[config.mk]
export PLATFORM = sky130hd
export DESIGN_NAME = rxs_frame_status
export DESIGN_NICKNAME = d
export VERILOG_FILES = /design/src/rtl/rxs_pkg.sv /design/src/rtl/rxs_sync_fifo.sv /design/src/rtl/rxs_len_track.sv /design/src/rtl/rxs_ovr_lock.sv /design/src/rtl/rxs_frame_status.sv
export SDC_FILE = /design/constraint.sdc
export NUM_CORES = 1
export LEC_CHECK = 0
export BUFFER_PORTS_ARGS = -buffer_cell sky130_fd_sc_hd__buf_2
export CAP_MARGIN = 10
export CORE_MARGIN = 2
export CORE_UTILIZATION = 40
export DETAILED_ROUTE_END_ITERATION = 10
export SKIP_CTS_REPAIR_TIMING = 1
export SYNTH_ARGS = -nofsm -noshare
export SYNTH_HDL_FRONTEND = slang
export SYNTH_SLANG_ARGS = --single-unit
[constraint.sdc]
create_clock -name clk -period 4.2 [get_ports clk]
set_input_delay 0.21 -clock clk [delete_from_list [all_inputs] [get_ports clk]]
set_output_delay 0.21 -clock clk [all_outputs]
set_load 0.1 [all_outputs]
[src/rtl/rxs_pkg.sv]
package rxs_pkg;
  typedef enum logic [1:0] {
    SEL_LEN_LO = 2'd0,
    SEL_LEN_HI = 2'd1,
    SEL_ERR    = 2'd2,
    SEL_RESUME = 2'd3
  } rxs_sel_e;

  localparam int ERRB_CRC   = 0;
  localparam int ERRB_ABORT = 1;
  localparam int ERRB_LONG  = 2;
  localparam int ERRB_VALID = 7;
endpackage

[src/rtl/rxs_sync_fifo.sv]
module rxs_sync_fifo #(
  parameter int W     = 8,
  parameter int DEPTH = 16,
  localparam int AW   = (DEPTH > 1) ? $clog2(DEPTH) : 1,
  localparam int CW   = $clog2(DEPTH + 1)
) (
  input  logic          clk,
  input  logic          rst_n,
  input  logic          clr,
  input  logic          push,
  input  logic [W-1:0]  wdata,
  input  logic          pop,
  output logic [W-1:0]  rdata,
  output logic          full,
  output logic          empty,
  output logic          wr_ok
);
  logic [W-1:0]  mem [DEPTH];
  logic [AW-1:0] wp, rp;
  logic [CW-1:0] cnt;
  logic          rd_en;

  assign full  = (cnt == CW'(DEPTH));
  assign empty = (cnt == '0);
  assign rd_en = pop && !empty;
  assign wr_ok = push && (!full || rd_en);
  assign rdata = mem[rp];

  function automatic logic [AW-1:0] nxt(input logic [AW-1:0] p);
    return (p == AW'(DEPTH - 1)) ? '0 : p + 1'b1;
  endfunction

  always_ff @(posedge clk or negedge rst_n) begin
    if (!rst_n) begin
      wp  <= '0;
      rp  <= '0;
      cnt <= '0;
    end else if (clr) begin
      wp  <= '0;
      rp  <= '0;
      cnt <= '0;
    end else begin
      if (wr_ok) wp <= nxt(wp);
      if (rd_en) rp <= nxt(rp);
      if (wr_ok && !rd_en) cnt <= cnt + 1'b1;
      else if (rd_en && !wr_ok) cnt <= cnt - 1'b1;
    end
  end

  always_ff @(posedge clk) begin
    if (wr_ok && !clr) mem[wp] <= wdata;
  end
endmodule

[src/rtl/rxs_len_track.sv]
module rxs_len_track #(
  parameter int LEN_W = 12,
  localparam logic [LEN_W-1:0] LMAX = '1
) (
  input  logic             clk,
  input  logic             rst_n,
  input  logic             clear,
  input  logic             take,
  input  logic             last,
  output logic [LEN_W-1:0] fr_len,
  output logic             fr_long
);
  logic [LEN_W-1:0] cnt;
  logic             long_q;
  logic             at_max;

  assign at_max  = (cnt == LMAX);
  assign fr_len  = at_max ? LMAX : cnt + 1'b1;
  assign fr_long = long_q || at_max;

  always_ff @(posedge clk or negedge rst_n) begin
    if (!rst_n) begin
      cnt    <= '0;
      long_q <= 1'b0;
    end else if (clear || (take && last)) begin
      cnt    <= '0;
      long_q <= 1'b0;
    end else if (take) begin
      if (at_max) long_q <= 1'b1;
      else        cnt    <= cnt + 1'b1;
    end
  end
endmodule

[src/rtl/rxs_ovr_lock.sv]
module rxs_ovr_lock (
  input  logic clk,
  input  logic rst_n,
  input  logic ovr_evt,
  input  logic fifo_rst,
  input  logic resume_rd,
  output logic locked
);
  logic armed;

  always_ff @(posedge clk or negedge rst_n) begin
    if (!rst_n) begin
      locked <= 1'b0;
      armed  <= 1'b0;
    end else if (ovr_evt) begin
      locked <= 1'b1;
      armed  <= 1'b0;
    end else if (locked && fifo_rst) begin
      armed  <= 1'b1;
    end else if (locked && armed && resume_rd) begin
      locked <= 1'b0;
      armed  <= 1'b0;
    end
  end
endmodule

[src/rtl/rxs_frame_status.sv]
module rxs_frame_status
  import rxs_pkg::*;
#(
  parameter int DQ_DEPTH = 16,
  parameter int SQ_DEPTH = 8,
  parameter int LEN_W    = 12
) (
  input  logic       clk,
  input  logic       rst_n,
  input  logic       in_valid,
  input  logic [7:0] in_data,
  input  logic       in_last,
  input  logic       in_crc_err,
  input  logic       in_abort,
  output logic       dout_valid,
  input  logic       dout_ready,
  output logic [7:0] dout_data,
  input  logic       reg_rd,
  input  logic [1:0] reg_sel,
  output logic [7:0] reg_rdata,
  input  logic       fifo_reset,
  output logic       irq_ovr,
  output logic       sts_ovf
);
  localparam int SW = LEN_W + 3;

  logic          locked, drop_tail;
  logic          accept, ovr_evt, dq_push, dq_full, dq_empty, dq_wr_ok;
  logic          st_push, st_pop, st_full, st_empty, st_wr_ok, resume_rd;
  logic [LEN_W-1:0] fr_len;
  logic          fr_long;
  logic [SW-1:0] st_wdata, st_rdata;
  logic [15:0]   len_ext;

  assign accept    = in_valid && !locked && !drop_tail;
  assign ovr_evt   = accept && dq_full;
  assign dq_push   = accept && !dq_full && !fifo_reset;
  assign st_push   = dq_push && in_last;
  assign resume_rd = reg_rd && (reg_sel == SEL_RESUME);
  assign st_pop    = reg_rd && (reg_sel == SEL_ERR) && !st_empty;
  assign dout_valid = !dq_empty;
  assign irq_ovr    = locked;

  rxs_sync_fifo #(.W(8), .DEPTH(DQ_DEPTH)) u_dq (
    .clk, .rst_n, .clr(fifo_reset), .push(dq_push), .wdata(in_data),
    .pop(dout_valid && dout_ready), .rdata(dout_data),
    .full(dq_full), .empty(dq_empty), .wr_ok(dq_wr_ok)
  );

  rxs_len_track #(.LEN_W(LEN_W)) u_len (
    .clk, .rst_n, .clear(ovr_evt), .take(dq_push), .last(in_last),
    .fr_len, .fr_long
  );

  assign st_wdata = {fr_long, in_abort, in_crc_err, fr_len};

  rxs_sync_fifo #(.W(SW), .DEPTH(SQ_DEPTH)) u_sq (
    .clk, .rst_n, .clr(1'b0), .push(st_push), .wdata(st_wdata),
    .pop(st_pop), .rdata(st_rdata),
    .full(st_full), .empty(st_empty), .wr_ok(st_wr_ok)
  );

  rxs_ovr_lock u_lock (
    .clk, .rst_n, .ovr_evt, .fifo_rst(fifo_reset), .resume_rd, .locked
  );

  always_ff @(posedge clk or negedge rst_n) begin
    if (!rst_n) begin
      drop_tail <= 1'b0;
      sts_ovf   <= 1'b0;
    end else begin
      if (ovr_evt && !in_last)                drop_tail <= 1'b1;
      else if (drop_tail && in_valid && in_last) drop_tail <= 1'b0;
      if (st_push && !st_wr_ok) sts_ovf <= 1'b1;
      else if (resume_rd)       sts_ovf <= 1'b0;
    end
  end

  assign len_ext = 16'(st_rdata[LEN_W-1:0]);

  always_comb begin
    reg_rdata = '0;
    if (!st_empty) begin
      unique case (reg_sel)
        SEL_LEN_LO: reg_rdata = len_ext[7:0];
        SEL_LEN_HI: reg_rdata = len_ext[15:8];
        SEL_ERR: begin
          reg_rdata[ERRB_CRC]   = st_rdata[LEN_W];
          reg_rdata[ERRB_ABORT] = st_rdata[LEN_W+1];
          reg_rdata[ERRB_LONG]  = st_rdata[LEN_W+2];
          reg_rdata[ERRB_VALID] = 1'b1;
        end
        default: reg_rdata = '0;
      endcase
    end
  end

  logic unused_ok;
  assign unused_ok = dq_wr_ok;
endmodule

==> results of run 1 <==
-- through the flow --
| step | area, um^2 | instances | hold slack, ns | utilization |
|---|---|---|---|---|
| floorplan | 12190 | 699 | -0.08559 | - |
| global placement | 12870 | 1107 | 0.3954 | 0.4320 |
| detailed placement | 12870 | 1107 | 0.4176 | 0.4320 |
| CTS | 13890 | 1164 | -0.1645 | 0.4661 |
| global route | 13940 | 1169 | 0.02367 | 0.4678 |
| finish | 13940 | 1169 | 0.01332 | 0.4678 |
-- worst max-delay path, cell delays in order, from the launching register on --
cell	delay [ns]
dfrtp_1	0.77
buf_4	0.36
mux4_2	0.53
mux4_2	0.47
and2_1	0.18
buf_2	0.29
-- layout by cell type, fill, tap and decap left out, types with 4 or more instances in the layout --
cell,n
dfrtp_1,38
xor2_1,6
or4_1,7
or3_1,5
buf_2,37
o21ai_0,14
nor2b_1,7
mux4_2,67
buf_4,18
clkinv_2,8
mux2i_1,23
nor2_1,25
a21oi_1,24
dlygate4sd3_1,5
bufinv_16,4
nand4_1,6
xnor2_1,8
mux2_2,11
nand3_1,19
o211ai_1,4
nor3_1,5
inv_1,10
nand2_1,39
o31ai_1,8
and3_1,19
ha_1,17
edfxtp_1,248
clkbuf_16,31
clkbuf_1,7
-- flip-flops by register name, indices dropped and copies added, names as in the netlist, 3 cells and up --
name and cells:
u_dq.rp 4, u_sq.wp 3, u_dq.mem 128, u_sq.cnt 4, u_len.cnt 12, u_dq.wp 4
u_dq.cnt 5, u_sq.mem 120, u_sq.rp 3
-- logic make-up after synthesis --
group | synth area share
multiplexers | 0.1537
adder cells (fa/ha/maj) | 0.02073
XOR/XNOR | 0.01006
flip-flops | 0.6929
buffers and inverters | 0.01652
AO/OA/AOI/OAI | 0.03653
AND/OR/NAND/NOR | 0.06957
-- how the worst max path moves through the flow --
| stage | to | from | slack, ns |
|---|---|---|---|
| after global placement | u_sq.cnt[3]$_DFFE_PN0P_ | u_lock.locked$_DFFE_PN0P_ | 1.15 |
| after floorplan | u_sq.mem[2][0]$_DFFE_PP_ | u_lock.locked$_DFFE_PN0P_ | 0.23 |
| final | reg_rdata[3] | u_sq.rp[0]$_DFFE_PN0P_ | 0.83 |
| after global routing | reg_rdata[3] | u_sq.rp[0]$_DFFE_PN0P_ | 0.66 |
| after CTS | reg_rdata[3] | u_sq.rp[0]$_DFFE_PN0P_ | 0.75 |
| after detailed placement | u_sq.cnt[3]$_DFFE_PN0P_ | u_lock.locked$_DFFE_PN0P_ | 1.08 |
-- report_power, final --
| group | switching [W] | internal (W) | leakage [nW] | total, W |
|---|---|---|---|---|
| Combinational | 0.00139 | 0.000872 | 1.50 | 0.00226 |
| Sequential | 0.000297 | 0.00330 | 2.82 | 0.00359 |
| Clock | 0.00109 | 0.00162 | 0.505 | 0.00271 |
| Total | 0.00278 | 0.00579 | 4.82 | 0.00857 |
-- area by class of cell --
class | count | area, um^2 | share of cell area
inverter | 10 | 37.54 | 0.002693
multi-input combinational | 364 | 3576 | 0.2566
clock buffer | 39 | 815.8 | 0.05853
clock inverter | 18 | 200.2 | 0.01436
timing repair buffer | 60 | 370.4 | 0.02657
sequential | 288 | 8451 | 0.6063
tap | 390 | 488.0 | 0.03501
-- per-layer routing --
layer,track usage,part of all wire,up-vias,wire (um)
met5,0,0,-,0
met4,0.04810,0.024,0,630
met3,0.02835,0.056,47,1478
met2,0.2828,0.49,195,12800
met1,0.2350,0.43,3491,11470
li1,-,-,2916,-
==> results.cfg, run 1 <==
[outcome]
status = completed

[power]
ir_drop_mv = 0.2819
p_leak_nw = 4.825
p_per_area_nw_per_um2 = 614.9
p_total_w = 0.008571

[finish]
diodes = 0
nFillCells = 2491
fin_nets = 793
drive_gt1_frac = 0.2542
area.growth.synth_to_final_pct = 14.32

[sta]
fmax_ghz = 0.2964
finClkSkew_ns = 0.008866
hold_viol = 0
fin_crit_ns = 3.374
drv_slew = 0
timing.final.crit_share = 0.8034
rsz0062_at_grt = false
worst_pin_slew_ns = 0.9546
setup_tns_ns = 0
finalWorstSetupSlack_ns = 0.8258
relSlewSlack = 0.3636
finalSetupViolations = 0

[yosys]
yosysSeqAreaShare = 0.6929
synth-main-ff-cell = edfxtp_1
yosysTopAreaCell = edfxtp_1
synth_area_um2 = 12190
synth.most_common_cell = edfxtp_1
ys_ff_latch = 288
synth_edf_count = 248
netlist.area_leader.share = 0.6108
avgSynthCellArea_um2 = 17.44
synthesis.nets = 737
synth.top_cells.by_area = edfxtp_1 (61%), mux4_2 (12%), dfrtp_1 (8.2%), mux2i_1 (1.9%), ha_1 (1.7%)
ys_warn_count = 0
synth.distinct_cells = 57
ys_async_sr_fraction = 0.1389
synth_common_cells = edfxtp_1 (248), mux4_2 (67), dfrtp_1 (40)
syn_inst = 699

[drt]
antenna_left = 0
wl_per_cell_um = 22.56
drt-initial-drc-count = 613
routed_wl_um = 26380
drc_errors = 0
via_per_inst = 5.688
num_vias = 6649
first_pass_iters = 4

[global_routing]
grt_pass1_wl_um = 40750
grt_overflow = 0
grt_max_degree = 41
grt_use_total = 0.1711
grt_pass1_vias = 7006
grt_antenna_before_repair = 0

[critical_path]
cp.arrival_ns = 3.16
r2r.worst_path.cells = 11
crit_path_end_kind = output port
r2r-start = u_lock.locked$_DFFE_PN0P_
ff2ff_setup_slack_ns = 1.05
r2r-end = u_sq.cnt[3]$_DFFE_PN0P_
critPathKind = flip-flop to output port
critPathMaxFanout = 11
startpoint_type = flip-flop
cp_data_required_time_ns = 3.99

[clock_network]
clk_latency_ns = 0.55
numCtsBuffers = 31
clock_sinks = 288
cts_buffer_depth = 3
cts-root-buf = clkbuf_16
cts.clk_slew.worst_paths_ns = 0.06
tritoncts = built
cts_max_level = 1

[placement]
numPortBuffers = 37
dp_hpwl_um = 16610
pre_cts_slack_ns = 1.078
gp_congestion = 0.8005

[hold_path]
min_to = u_dq.rp[1]$_DFFE_PN0P_
whs_path_depth = 3
hold_class = input pin to flip-flop
hp-start = dout_ready

[job]
drv_cap = 0

[floorplan]
start_util = 0.4092
fp.dieH_um = 178.6
num_rows = 63
coreArea_um2 = 29800
die_area_um2 = 31890
die_w_um = 178.6
pin_count = 38
(Power assumes the default switching activity.)
==> run 2: changes to the inputs <==
- ABC_AREA: default -> 1
- clock period: 4.2 -> 2.8 ns (I/O delays scaled with it)
==> run 2 against run 1 <==
Worst setup slack worse by 0.69 ns; flip-flop and latch count stayed put; clock-buffer cell count stayed put; critical endpoint is now dout_data[5]; highest routed layer unchanged.
==> results.cfg, run 2 <==
[finish]
largest_register_ffs = 128
reg.largest.list = u_dq.mem (128), u_sq.mem (120), u_len.cnt (12)
fin_util = 0.4721
diodes = 0
fin_nets = 1268
layout_common_cells = edfxtp_1 (248), nand2_1 (221), nor2_1 (160), nand3_1 (102), o21ai_0 (88)
final_common_cell = edfxtp_1
drive_gt1_frac = 0.1547
nFillCells = 2829
area.growth.synth_to_final_pct = 17.06
top_register = u_dq.mem
fin_cells = 1656

[yosys]
synth_common_cells = edfxtp_1 (248), nand2_1 (221), nor2_1 (160)
synth.most_common_cell = edfxtp_1
ys_async_sr_fraction = 0.1389
netlist.area_leader.share = 0.5883
synthesis.nets = 1185
ys_ff_latch = 288
synth.distinct_cells = 42
synth_edf_count = 248
synth_area_um2 = 12660
synth-main-ff-cell = edfxtp_1
yosysTopAreaCell = edfxtp_1
yosysSeqAreaShare = 0.6673
syn_inst = 1147
synth.top_cells.by_area = edfxtp_1 (59%), dfrtp_1 (7.9%), nand2_1 (6.6%), nor2_1 (4.7%), nand3_1 (4.1%)
avgSynthCellArea_um2 = 11.04
ys_warn_count = 0

[critical_path]
startpoint_type = flip-flop
critPathKind = flip-flop to output port
r2r.worst_path.cells = 16
crit_path_end_kind = output port
cp_data_required_time_ns = 2.66
r2r-end = u_sq.cnt[3]$_DFFE_PN0P_
r2r-start = u_sq.cnt[1]$_DFFE_PN0P_
ff2ff_setup_slack_ns = 0.35
cp.arrival_ns = 2.52
critPathMaxFanout = 34

[clock_network]
numCtsBuffers = 31
cts-root-buf = clkbuf_16
cts.clk_slew.worst_paths_ns = 0.06
cts_max_level = 1
tritoncts = built
clk_latency_ns = 0.57
clock_sinks = 288
cts_buffer_depth = 3

[placement]
gp_congestion = 0.7993
numPortBuffers = 37
dp_hpwl_um = 17570
pre_cts_slack_ns = 0.2437
dp_cells = 1584

[global_routing]
grt_max_degree = 41
grt_use_total = 0.1733
grt_overflow = 0
grt_pass1_wl_um = 45170
grt_pass1_vias = 8359
grt_antenna_before_repair = 0

[floorplan]
start_util = 0.4033
fp.dieH_um = 181.9
die_w_um = 181.9
pin_count = 38
num_rows = 65
die_area_um2 = 33090
coreArea_um2 = 31390

[sta]
hold_viol = 0
timing.final.crit_share = 0.9513
finalSetupViolations = 0
hold_ws_ns = 0.02402
rsz0062_at_grt = true
finalWorstSetupSlack_ns = 0.1364
fin_crit_ns = 2.664
fmax_ghz = 0.3754
relSlewSlack = 0.3442
setup_tns_ns = 0
worst_pin_slew_ns = 0.9837
finClkSkew_ns = 0.01917
drv_slew = 0

[drt]
drt-initial-drc-count = 646
via_per_inst = 5.115
routed_wl_um = 28170
drc_errors = 0
wl_per_cell_um = 17.01
antenna_left = 0
first_pass_iters = 5
num_vias = 8471

[power]
ir_drop_mv = 0.8385
p_per_area_nw_per_um2 = 884.7
p_leak_nw = 5.785

[hold_path]
whs_path_depth = 4
hp-start = reg_rd
hold_class = input pin to flip-flop
min_to = sts_ovf$_DFFE_PN0P_

[outcome]
status = completed

[job]
drv_cap = 0
==> run 2: changes by cell type in the layout (fill, tap and decap cells not counted), sizes merged, moves of 67 or more <==
cell   delta
inv      +78
mux4     -67
nand2   +191
nand3    +95
nor2    +139
o21ai    +78
==> run 2: critical path, cell delays in order (launching register included) <==
cell      delay, ns
dfrtp_2        0.45
inv_2          0.21
buf_12         0.22
nor2_1         0.06
o211ai_1       0.23
nand3_1        0.17
nand3_1        0.16
buf_2          0.44
==> run 2: logic make-up after synthesis <==
| logic type | after synthesis | share of synthesized area |
|---|---|---|
| compound gates | 144 | 0.06503 |
| xor+xnor | 14 | 0.009686 |
| fa+ha+maj | 19 | 0.01996 |
| buf+inv | 137 | 0.04447 |
| flops | 288 | 0.6673 |
| mux | 6 | 0.004744 |
| simple gates | 539 | 0.1888 |
==> run 2: per-stage QoR <==
step,cell area [um^2],total power [W]
after floorplan,12680,0.008017
after global placement,13590,0.008999
after detailed placement,13590,0.009048
after CTS,14650,0.01320
after global routing,14820,0.01384
final,14820,0.01311
==> run 2: power breakdown <==
| part | switching (W) | total (W) | internal, W |
|---|---|---|---|
| logic | 0.00276 | 0.00389 | 0.00113 |
| clock network | 0.00165 | 0.00414 | 0.00249 |
| registers | 0.000205 | 0.00508 | 0.00487 |
==> run 2: how the worst max path moves through the flow <==
stage	depth (start not counted)	to	start	slack, ns
detailed placement	16	u_sq.cnt[3]$_DFFE_PN0P_	u_sq.cnt[1]$_DFFE_PN0P_	0.24
floorplan	6	u_sq.mem[6][0]$_DFFE_PP_	u_lock.locked$_DFFE_PN0P_	-0.12
global route	16	u_sq.cnt[3]$_DFFE_PN0P_	u_sq.cnt[1]$_DFFE_PN0P_	-0.0004
global placement	13	u_sq.cnt[3]$_DFFE_PN0P_	u_lock.locked$_DFFE_PN0P_	0.29
finish	7	dout_data[5]	u_dq.rp[0]$_DFFE_PN0P_	0.14
CTS	5	dout_data[5]	u_dq.rp[2]$_DFFE_PN0P_	0.06
==> run 2: layout make-up <==
cell class                      count  area [um^2]  share of cell area
Multi-Input combinational cell    722         3722              0.2512
Inverter                           91        346.6             0.02339
Clock inverter                     18        216.5             0.01461
Clock buffer                       39        835.8             0.05640
Sequential cell                   288         8454              0.5705
Tap cell                          402        503.0             0.03394
Timing Repair Buffer               96        740.7             0.04998
==> run 2: per-layer routing <==
| metal | share of wire | up-vias | global-route usage |
|---|---|---|---|
| met4 | 0.021 | 0 | 0.04806 |
| met5 | 0 | - | 0 |
| li1 | - | 4113 | - |
| met1 | 0.44 | 4105 | 0.2339 |
| met3 | 0.058 | 41 | 0.02708 |
| met2 | 0.48 | 212 | 0.2924 |
==> run 3: changes to the inputs <==
- CORE_UTILIZATION: 40 -> 25
==> run 3 against run 2 <==
The run now ends with hold timing left; clock-buffer cell count is 3 lower; first-iteration DRC count is 0.15% lower; maximum frequency is 0.93% higher; clock power is 17% lower; combinational power is 1% higher; sequential power hardly changed; die area is 59% higher; via count is 0.83% lower; critical path depth stayed put; worst hold slack worse by 0.032 ns; sequential share of layout area is 0.13 points lower; final area is 0.21% higher; critical path type unchanged.
==> results.cfg, run 3 (same netlist as run 2, synthesis figures left out) <==
[outcome]
status = finished, violations left
failed_checks = hold timing

[finish]
reg.largest.list = u_dq.mem (128), u_sq.mem (120), u_len.cnt (12)
drive_gt1_frac = 0.1474
final_common_cell = edfxtp_1
diodes = 0
area.growth.synth_to_final_pct = 17.31
fin_nets = 1254
top_register = u_dq.mem
largest_register_ffs = 128
layout_common_cells = edfxtp_1 (248), nand2_1 (221), nor2_1 (160), nand3_1 (102), o21ai_0 (88)

[clock_network]
clock_sinks = 288
cts.clk_slew.worst_paths_ns = 0.06
cts-root-buf = clkbuf_16
cts_max_level = 1
numCtsBuffers = 27
cts_buffer_depth = 3
clk_latency_ns = 0.54
tritoncts = built

[sta]
timing.final.crit_share = 0.9425
finalSetupViolations = 0
fin_crit_ns = 2.639
setup_tns_ns = 0
finClkSkew_ns = 0.007980
drv_slew = 0
hold_viol = 1
rsz0062_at_grt = false
worst_pin_slew_ns = 0.9902
relSlewSlack = 0.3399
fmax_ghz = 0.3789
hold_ws_ns = -0.007915

[hold_path]
hold_class = input pin to flip-flop
hp-start = fifo_reset

[critical_path]
ff2ff_setup_slack_ns = 0.27
r2r-start = u_sq.cnt[1]$_DFFE_PN0P_
crit_path_end = dout_data[6]
startpoint_type = flip-flop
r2r-end = u_sq.cnt[3]$_DFFE_PN0P_
startpoint = u_dq.rp[0]$_DFFE_PN0P_
cp.arrival_ns = 2.50
r2r.worst_path.cells = 16
critPathMaxFanout = 22
critPathKind = flip-flop to output port
cp_data_required_time_ns = 2.66
crit_path_end_kind = output port

[power]
p_leak_nw = 5.650
clkPwrFrac = 0.276
switchingPower_w = 0.004508
ir_drop_mv = 0.8952
p_int_w = 0.007925
p_total_w = 0.01243
p_per_area_nw_per_um2 = 837.2
pwr-share-comb = 0.317
seqPwrFrac = 0.408
swShare = 0.3626

[drt]
antenna_left = 0
first_pass_iters = 6
drt-initial-drc-count = 645
drc_errors = 0
wl_per_cell_um = 14.88
num_vias = 8401
routed_wl_um = 28380
via_per_inst = 4.405

[global_routing]
grt_pass1_wl_um = 45040
grt_max_degree = 68
grt_overflow = 0
grt_use_total = 0.1071
grt_antenna_before_repair = 2
grt_pass1_vias = 7935

[placement]
gp_congestion = 0.8179
dp_hpwl_um = 17700
numPortBuffers = 37

[job]
drv_cap = 0

[floorplan]
pin_count = 38
die_area_um2 = 52450
start_util = 0.2528
num_rows = 82
coreArea_um2 = 50070
fp.dieH_um = 229.0
die_w_um = 229.0
[run 3: cell count changes in the layout (fill, tap and decap cells not counted), sizes merged]
cell         change
clkinvlp         -2
buf              -5
bufinv           -3
dlygate4sd3     -10
inv              -2
clkinv           +1
clkbuf           +2
[run 3: worst max-delay path, stage by stage, from the launching register on]
cell	delay (ns)
dfrtp_2	0.43
inv_2	0.33
buf_4	0.26
nor2_1	0.05
o211ai_1	0.18
nand3_1	0.13
nand3_1	0.13
buf_2	0.44
[run 3: power by group through the flow]
stage / logic, W / clock network [W] / registers [W]
final: 0.00394 / 0.00343 / 0.00507
after CTS: 0.00393 / 0.00352 / 0.00507
after global placement: 0.00387 / 0 / 0.00515
after floorplan: 0.00292 / 0 / 0.00510
after global routing: 0.00435 / 0.00368 / 0.00510
after detailed placement: 0.00391 / 0 / 0.00516
[run 3: cell type report]
class / instances / area (um^2)
tap: 672 / 840.8
clock buffer: 36 / 719.4
sequential: 288 / 8453
timing repair buffer: 86 / 685.7
multi-input combinational: 722 / 3719
fill: 5174 / 35220
inverter: 91 / 346.6
clock inverter: 12 / 86.33
[run 3: how the worst min path moves through the flow]
stage,cells past startpoint,to
global placement,1,u_sq.wp[0]$_DFFE_PN0P_
finish,3,u_lock.locked$_DFFE_PN0P_
floorplan,0,drop_tail$_DFFE_PN0P_
CTS,1,u_sq.rp[1]$_DFFE_PN0P_
detailed placement,1,u_sq.wp[0]$_DFFE_PN0P_
global route,1,u_dq.mem[10][1]$_DFFE_PP_
[run 3: per-layer routing]
metal | track usage | wire, um | up-vias
li1 | - | - | 4091
met1 | 0.1549 | 13650 | 4039
met2 | 0.1668 | 12590 | 225
met3 | 0.01805 | 1488 | 46
met4 | 0.02597 | 650 | 0
met5 | 0 | 0 | -
[run 3: metrics by stage]
step	std cells	setup WS [ns]	utilization	area (um^2)	hold WS, ns
global placement	1853	0.2780	0.2786	13950	0.3545
global route	1907	0.006552	0.2966	14850	0.008313
detailed placement	1853	0.1816	0.2786	13950	0.3580
floorplan	1147	-0.1183	-	12680	-0.1556
finish	1907	0.1611	0.2966	14850	-0.007915
CTS	1901	0.02372	0.2947	14760	-0.2243
